`src/rtl/rla_pkg.sv`:
```
package rla_pkg;

    // Framing flags that travel beside each data word.
    typedef struct packed {
        logic sync;
        logic sop;
        logic eop;
    } beat_flags_t;

    localparam int unsigned FLAG_W = 3;

    // True when the store, with the beats already promised to the source,
    // still has room for one more promised beat.
    function automatic logic may_open(input int unsigned fill,
                                      input int unsigned pending,
                                      input int unsigned depth);
        return (fill + pending + 1) <= depth;
    endfunction

endpackage

```
`src/rtl/rl_beat_store.sv`:
```
module rl_beat_store #(
    parameter int unsigned BEAT_W = 11,
    parameter int unsigned DEPTH  = 3,
    localparam int unsigned PW    = (DEPTH > 1) ? $clog2(DEPTH) : 1,
    localparam int unsigned CW    = $clog2(DEPTH + 1)
) (
    input  logic              clk,
    input  logic              rst,
    input  logic              push,
    input  logic [BEAT_W-1:0] push_beat,
    input  logic              pop,
    output logic [BEAT_W-1:0] head,
    output logic [CW-1:0]     fill
);
    localparam logic [PW-1:0] LAST = PW'(DEPTH - 1);

    logic [BEAT_W-1:0] mem [DEPTH];
    logic [PW-1:0]     wr_ptr, rd_ptr;

    always_ff @(posedge clk) begin
        if (push) begin
            mem[wr_ptr] <= push_beat;
        end
    end

    always_ff @(posedge clk) begin
        if (rst) begin
            wr_ptr <= '0;
            rd_ptr <= '0;
            fill   <= '0;
        end else begin
            if (push) begin
                wr_ptr <= (wr_ptr == LAST) ? '0 : wr_ptr + 1'b1;
            end
            if (pop) begin
                rd_ptr <= (rd_ptr == LAST) ? '0 : rd_ptr + 1'b1;
            end
            fill <= fill + CW'(push) - CW'(pop);
        end
    end

    assign head = mem[rd_ptr];

endmodule

```
`src/rtl/rl_ready_gen.sv`:
```
module rl_ready_gen #(
    parameter int unsigned DEPTH = 3,
    localparam int unsigned CW   = $clog2(DEPTH + 1)
) (
    input  logic          clk,
    input  logic          rst,
    input  logic [CW-1:0] fill_next,
    output logic          in_ready
);
    // in_ready of this cycle and of the previous cycle: each one may still
    // bring a beat in the next two cycles.
    logic rdy_now, rdy_prev;
    logic open_next;

    always_comb begin
        open_next = rla_pkg::may_open(int'(fill_next),
                                      int'(rdy_now) + int'(rdy_prev),
                                      DEPTH);
    end

    always_ff @(posedge clk) begin
        if (rst) begin
            rdy_now  <= 1'b0;
            rdy_prev <= 1'b0;
        end else begin
            rdy_now  <= open_next;
            rdy_prev <= rdy_now;
        end
    end

    assign in_ready = rdy_now;

endmodule

```
`src/rtl/stream_rl2_to_rl1.sv`:
```
module stream_rl2_to_rl1 #(
    parameter int unsigned DATA_W = 8,
    parameter int unsigned DEPTH  = 3,
    localparam int unsigned BEAT_W = DATA_W + rla_pkg::FLAG_W,
    localparam int unsigned CW     = $clog2(DEPTH + 1)
) (
    input  logic              clk,
    input  logic              rst,
    input  logic              in_valid,
    input  logic [DATA_W-1:0] in_data,
    input  logic              in_sop,
    input  logic              in_eop,
    input  logic              in_sync,
    output logic              in_ready,
    input  logic              out_ready,
    output logic              out_valid,
    output logic [DATA_W-1:0] out_data,
    output logic              out_sop,
    output logic              out_eop,
    output logic              out_sync
);
    import rla_pkg::*;

    logic [BEAT_W-1:0] in_beat, head_beat, next_beat;
    logic [CW-1:0]     fill_w, fill_next;
    logic              push_w, pop_w, load_w;
    beat_flags_t       in_flags, next_flags, out_flags;
    logic [DATA_W-1:0] next_data, out_data_q;
    logic              out_valid_q;

    assign in_flags = '{sync: in_sync, sop: in_sop, eop: in_eop};
    assign in_beat  = {in_flags, in_data};

    // Steering: the sink takes a new beat only when its ready is high; the
    // store feeds first, an arriving beat bypasses an empty store.
    always_comb begin
        pop_w     = 1'b0;
        push_w    = in_valid;
        load_w    = 1'b0;
        next_beat = in_beat;
        if (out_ready) begin
            if (fill_w != '0) begin
                pop_w     = 1'b1;
                load_w    = 1'b1;
                next_beat = head_beat;
            end else if (in_valid) begin
                push_w = 1'b0;
                load_w = 1'b1;
            end
        end
        fill_next = fill_w + CW'(push_w) - CW'(pop_w);
    end

    assign {next_flags, next_data} = next_beat;

    rl_beat_store #(
        .BEAT_W (BEAT_W),
        .DEPTH  (DEPTH)
    ) u_store (
        .clk       (clk),
        .rst       (rst),
        .push      (push_w),
        .push_beat (in_beat),
        .pop       (pop_w),
        .head      (head_beat),
        .fill      (fill_w)
    );

    rl_ready_gen #(
        .DEPTH (DEPTH)
    ) u_ready (
        .clk       (clk),
        .rst       (rst),
        .fill_next (fill_next),
        .in_ready  (in_ready)
    );

    always_ff @(posedge clk) begin
        if (rst) begin
            out_valid_q <= 1'b0;
            out_flags   <= '0;
            out_data_q  <= '0;
        end else begin
            out_valid_q <= load_w;
            if (load_w) begin
                out_flags  <= next_flags;
                out_data_q <= next_data;
            end else begin
                out_flags  <= '0;
            end
        end
    end

    assign out_valid = out_valid_q;
    assign out_data  = out_data_q;
    assign out_sop   = out_flags.sop;
    assign out_eop   = out_flags.eop;
    assign out_sync  = out_flags.sync;

endmodule

```
`config.mk`:
```
export PLATFORM = sky130hd
export DESIGN_NAME = stream_rl2_to_rl1
export DESIGN_NICKNAME = d
export VERILOG_FILES = /design/src/rtl/rla_pkg.sv /design/src/rtl/rl_beat_store.sv /design/src/rtl/rl_ready_gen.sv /design/src/rtl/stream_rl2_to_rl1.sv
export SDC_FILE = /design/constraint.sdc
export NUM_CORES = 1
export LEC_CHECK = 0
export ABC_CLOCK_PERIOD_IN_PS = 2000
export BUFFER_PORTS_ARGS = -buffer_cell sky130_fd_sc_hd__buf_2
export CORE_ASPECT_RATIO = 1.2
export CORE_MARGIN = 1
export CORE_UTILIZATION = 51
export DETAILED_ROUTE_END_ITERATION = 12
export PLACE_DENSITY = 0.83
export SYNTH_ARGS = -nofsm -noshare
export SYNTH_HDL_FRONTEND = slang
export SYNTH_SLANG_ARGS = --single-unit
```
`constraint.sdc`:
```
create_clock -name clk -period 2 [get_ports clk]
set_input_delay 0.2 -clock clk [delete_from_list [all_inputs] [get_ports clk]]
set_output_delay 0.2 -clock clk [all_outputs]
set_load 0.02 [all_outputs]
```
## Yosys cells after proc, flatten, opt, wreduce, memory -nomap -nowiden

Memories as Yosys holds them, arrays and structs flattened. A register that Yosys moved wholly into a read port is not among the register bits.
Index checks and enable logic that the tools add are counted.

| storage, ports and cells | value |
|---|---|
| register bits after elaboration | 20 |
| RAM bits | 33 |
| output and inout bits | 13 |
| memories | 1 |

| cells by class | value |
|---|---|
| add/subtract/negate cells | 7 |
| $lt $le $gt $ge | 1 |
| eq/ne operators | 2 |
| multiplexer cells | 15 |
| bitwise gates (word level) | 1 |
| reduce and logical (&&, ||, !) cells | 2 |

Memories:

| memory | words | bits a word | read ports | clocked after memory_dff | write ports | line | RTL |
|---|---|---|---|---|---|---|---|
| u_store.mem | 3 | 11 | 1 | 1 | 1 | rl_beat_store.sv:17 | `logic [BEAT_W-1:0] mem [DEPTH];` |

Operators with widths:

| operator | count |
|---|---|
| $add 2x32->32 | 1 |
| $add 32x1->32 const B | 1 |
| $le 32x2->1 const B | 1 |
| $mux 11 | 2 |
| $mux 1 | 9 |
| $mux 2 | 4 |
| $add 2x1->2 const B | 2 |
| $eq 2x2->1 const B | 2 |
| $add 1x1->2 | 1 |
| $add 2x1->2 | 1 |
| $reduce_bool 2->1 | 1 |
| $reduce_or 2->1 | 1 |
| $sub 2x1->2 | 1 |
| $not 1->1 | 1 |

## Depth between registers and ports, before layout

| depth | value |
|---|---|
| depth after elaboration | 8 |
| mapped depth | 11 |

## Hierarchy

Synthesis repeated with hierarchy kept, for this count alone.

| unflattened totals | value |
|---|---|
| cells, all modules | 181 |
| area total of the unflattened synthesis | 2,275.9 µm² |

Modules (own cells, without submodules):

| module | times used | cells each | area each (µm²) | seq. area each (µm²) |
|---|---|---|---|---|
| rl_beat_store | 1 | 98 | 1,542.7 | 1,151.1 |
| stream_rl2_to_rl1 | 1 | 73 | 634.4 | 240.2 |
| rl_ready_gen | 1 | 10 | 98.8 | 40.0 |

## Worst setup path after synthesis

Ideal clock, no wire load.

| path | value |
|---|---|
| path kind | flip-flop to flip-flop |
| start point | reg u_store.fill[1] |
| end point | reg u_ready.rdy_now, in the netlist u_ready.in_ready |
| setup time | 0.078 ns |
| arrival time | 2.046 ns |
| required time | 1.922 ns |
| slack | -0.124 ns |
| cell stages (with the launch flop) | 11 |
| path buffers | 0 |
| period minus slack after synthesis | 2.124 ns |
| cells stage by stage | dfxtp_1 o21ai_1 inv_1 ha_1 inv_1 ha_1 xnor2_1 xnor2_1 ha_1 o21a_1 nor3_1 |

| on the way | value |
|---|---|
| elaborated cells between the ends (all ways) | 10 |
| classes of those cells | add/sub: 4; order compare: 1; mux: 4; reduce/logical: 1 |

RTL lines:

| element | line | RTL |
|---|---|---|
| from (decl) | rl_beat_store.sv:13 | `output logic [CW-1:0] fill` |
| from (signal assigned) | rl_beat_store.sv:38 | `fill <= fill + CW'(push) - CW'(pop);` |
| $reduce_bool 2->1 | stream_rl2_to_rl1.sv:42 | `if (fill_w != '0) begin` |
| $mux 1 | stream_rl2_to_rl1.sv:42 |  |
| $mux 1 | stream_rl2_to_rl1.sv:41 | `if (out_ready) begin` |
| net pop_w | stream_rl2_to_rl1.sv:26 | `logic push_w, pop_w, load_w;` |
| $sub 2x1->2 | stream_rl2_to_rl1.sv:51 | `fill_next = fill_w + CW'(push_w) - CW'(pop_w);` |
| net fill_next[1] | stream_rl2_to_rl1.sv:25 | `logic [CW-1:0] fill_w, fill_next;` |
| $add 2x32->32 | rla_pkg.sv:17 | `return (fill + pending + 1) <= depth;` |
| $add 32x1->32 | rla_pkg.sv:17 |  |
| $le 32x2->1 | rla_pkg.sv:17 |  |
| to (signal assigned) | rl_ready_gen.sv:26 | `rdy_now <= open_next;` |
| to (decl) | rl_ready_gen.sv:12 | `logic rdy_now, rdy_prev;` |

The timed path passes the listed nets, and every way through them passes these cells.
A chain may end at the register's enable or synchronous reset.

## Worst setup path after layout

Same ends and word-level chain as after synthesis.

==> results.yml <==
final_layout:
  multi_input_area_um2: 741
  num_antenna_cells: 0
  nNetsFinal: 225
  regArea_um2: 1440
  fillers: 295
  finish.utilization: 0.651
  area_growth_pct: 19.8
  instances_no_fill: 261
  drive_above_1_share: 0.343
yosys:
  yosysTopAreaCellShare: 0.452
  yosysTopAreaCell: "edfxtp_1"
  ys_warn_count: 0
  postSynthAreaPerCell_um2: 13.2
  synthDistinctLibCells: 30
  synth_commonest_cells: "33 x edfxtp_1, 22 x dfxtp_1, 11 x mux2_2, 11 x o211ai_1, 10 x o21ai_0"
  ys.flop_type: "edfxtp_1"
  synth_edf_count: 33
  ys_ff_latch: 55
  synth_nets: 185
  seq_area_frac_synth: 0.653
  synth_area_leaders: "edfxtp_1 45%, dfxtp_1 20%, mux2_2 5.7%, o211ai_1 3.8%, a311oi_1 3.2%"
  yosysMostFrequentCell: "edfxtp_1"
  syn_area_um2: 2190
  postSynthCellCount: 166
  async_flop_share: 0
route:
  drtIter0Drc: 69
  dr.pass1.iters: 4
  wirelength_mm: 4.29
  vias: 1438
  via_per_inst: 5.51
  drt-wirelength-per-cell_um: 16.4
  ant_nets: 0
  route.detailed.drc: 0
global_route:
  antenna_found_initial: 0
  grt_pass1_wl_mm: 6.47
  grt_usage: 0.206
  grt_max_degree: 19
  overflow: 0
  grt_pass1_vias: 1351
cts:
  path_clk_slew_ns: 0.10
  clock_sinks: 55
  cts_buffers: 5
  ctsHoldBuffers: 0
  clock_path_buffers: 2
  cts-root-buf: "clkbuf_8"
  cts_max_level: 2
  insertion_delay_ns: 0.32
  cts_tree: "yes"
timing:
  tightest_slew_ns: 0.510
  relSlewSlack: 0.659
  fin_crit_sh: 1.02
  period_minus_slack_ns: 2.05
  setup_violations: 1
  finalWorstSetupSlack_ns: -0.0484
  fmax_ghz: 0.488
  hold_viol: 0
  rsz0062_at_grt: "true"
  finClkSkew_ns: 0.0121
  slew_violations: 0
setup_path:
  endpoint_kind: "flop"
  r2r_start: "u_store.fill[1]$_SDFF_PP0_"
  cp_top_family: "adder cells"
  cp.arrival_ns: 2.29
  criticalPathCategory: "reg -> reg"
  start_kind: "flop"
  crit_chain: "o21ai_4 > inv_2 > ha_4 > inv_2 > ha_4 > xnor2_4 > xnor2_2 > ha_1 > o21a_1 > nor3_1"
  crit_fanout: 5
  rr_endpoint: "u_ready.in_ready$_SDFF_PP0_"
  crit_required_ns: 2.24
  cp_slowest_stage_delay_ns: 0.39
  worst-path-buf-inv: 2
  reg2regPathDepth: 10
  r2r_slack_ns: -0.05
  critPathSlowestCell: "dfxtp_4"
placement:
  placed_cells: 248
  numPortBuffers: 27
  globalplace.congestion: 0.755
  place.detailed.hpwl_mm: 2.75
floorplan:
  pin_count: 28
  coreArea_um2: 4040
  start_util: 0.543
  die_y_um: 73.8
  die_w_um: 61.9
  die-area_um2: 4570
  floorplan.rows: 25
job:
  max_cap_viol_count: 0
min_path:
  hold_end: "u_store.mem[1][10]$_DFFE_PP_"
  holdCritStartpoint: "in_sync"
  hold_path_class: "in -> reg"
  min_path_cells: 1
power_and_ir_drop:
  ir_worst_vdd_mv: 0.779
  cellPowerDensity_nw_per_um2: 1210
  p_leak_nw: 0.977
outcome:
  status: "finished with violations"
  violations: "setup timing"
## worst max path at each step
stage,from,slack [ns],cells past startpoint,endpoint
after CTS,u_store.fill[0]$_SDFF_PP0_,0.01,10,u_ready.in_ready$_SDFF_PP0_
final,u_store.fill[1]$_SDFF_PP0_,-0.05,10,u_ready.in_ready$_SDFF_PP0_
after global placement,u_store.fill[0]$_SDFF_PP0_,0.10,10,u_ready.in_ready$_SDFF_PP0_
after global routing,u_store.fill[1]$_SDFF_PP0_,-0.12,10,u_ready.in_ready$_SDFF_PP0_
after floorplan,u_store.fill[0]$_SDFF_PP0_,0.01,10,u_ready.in_ready$_SDFF_PP0_
after detailed placement,u_store.fill[0]$_SDFF_PP0_,0.02,10,u_ready.in_ready$_SDFF_PP0_
## layer usage
layer	share of wire	GRT usage	vias to the layer above
met5	0	0	-
met4	0.014	0.0914	0
met3	0.046	0.0599	6
met2	0.51	0.333	36
met1	0.43	0.250	705
li1	-	-	691
## cell families (layout without fill, tap and decap cells)
kind of cell	Yosys count	count (layout)	share of synthesized area
xor gates and xnor gates	2	2	0.00799
buffers and inverters	17	58	0.0405
adders and majority gates	4	4	0.0228
DFF	55	55	0.653
and+or+nand+nor	38	38	0.101
muxes	11	11	0.0565
AOI/OAI and AO/OA	39	39	0.118
## power by group
| group | switching [W] | internal, W |
|---|---|---|
| combinational | 0.000557 | 0.000527 |
| clock | 0.000371 | 0.000251 |
| sequential | 0.000107 | 0.00137 |
| total | 0.00103 | 0.00215 |
## placed cells by master, fill, tap and decap left out
cell type	synthesis	layout
ha_4	0	2
o21ai_0	10	10
o211ai_1	11	11
buf_4	2	13
or3_1	1	1
nand2_1	5	5
nor3_1	1	1
inv_1	9	7
dfxtp_4	0	2
mux2_2	11	11
or2_2	1	1
nand3b_1	1	1
inv_6	0	1
nand2b_1	6	6
a311oi_1	8	8
buf_12	0	1
o31a_1	1	1
nor2_1	9	9
a21oi_1	7	7
dfxtp_1	22	20
inv_2	0	2
or2b_1	7	7
xnor2_2	0	1
clkinvlp_4	0	2
edfxtp_1	33	33
or4_1	2	2
buf_2	1	27
nor2b_1	3	3
ha_1	4	2
nor3b_4	0	1
nor3b_1	1	1
o21ai_4	0	1
o21a_1	1	1
xnor2_4	0	1
clkbuf_8	0	5
## per-stage QoR
stage                     hold WS, ns  TNS [ns]  total power, W  setup WS (ns)  instance area (um^2)
final                          0.0960   -0.0484         0.00318        -0.0484                  2630
after global routing           0.0804    -0.118         0.00338         -0.118                  2630
after CTS                      0.0891         0         0.00295         0.0102                  2520
after detailed placement        0.420         0         0.00233         0.0189                  2420
after global placement          0.418         0         0.00231          0.100                  2420
after floorplan                 0.272         0         0.00208         0.0134                  2200
## area by class of cell
| class | instances | area share |
|---|---|---|
| sequential | 55 | 0.548 |
| tap | 54 | 0.0257 |
| clock inverter | 3 | 0.00905 |
| multi-input combinational | 94 | 0.282 |
| clock buffer | 5 | 0.0262 |
| inverter | 9 | 0.0129 |
| timing repair buffer | 41 | 0.0962 |
## registers in the layout, summed over array words and instances, names as in the netlist, named ones only
register	cells
u_store.mem	33
out_data	8
u_store.fill	2
u_store.rd_ptr	2
u_store.wr_ptr	2
out_eop	1
out_sop	1
out_sync	1
out_valid	1
u_ready.in_ready	1
u_ready.rdy_prev	1
## what timing repair did
item,CTS,global route
buffers inserted,0,5
setup endpoints to repair,1,1
gates resized for setup,2,11
pin swaps,0,7
cloned,0,0
No activity file was read; power rests on OpenSTA's default activity.
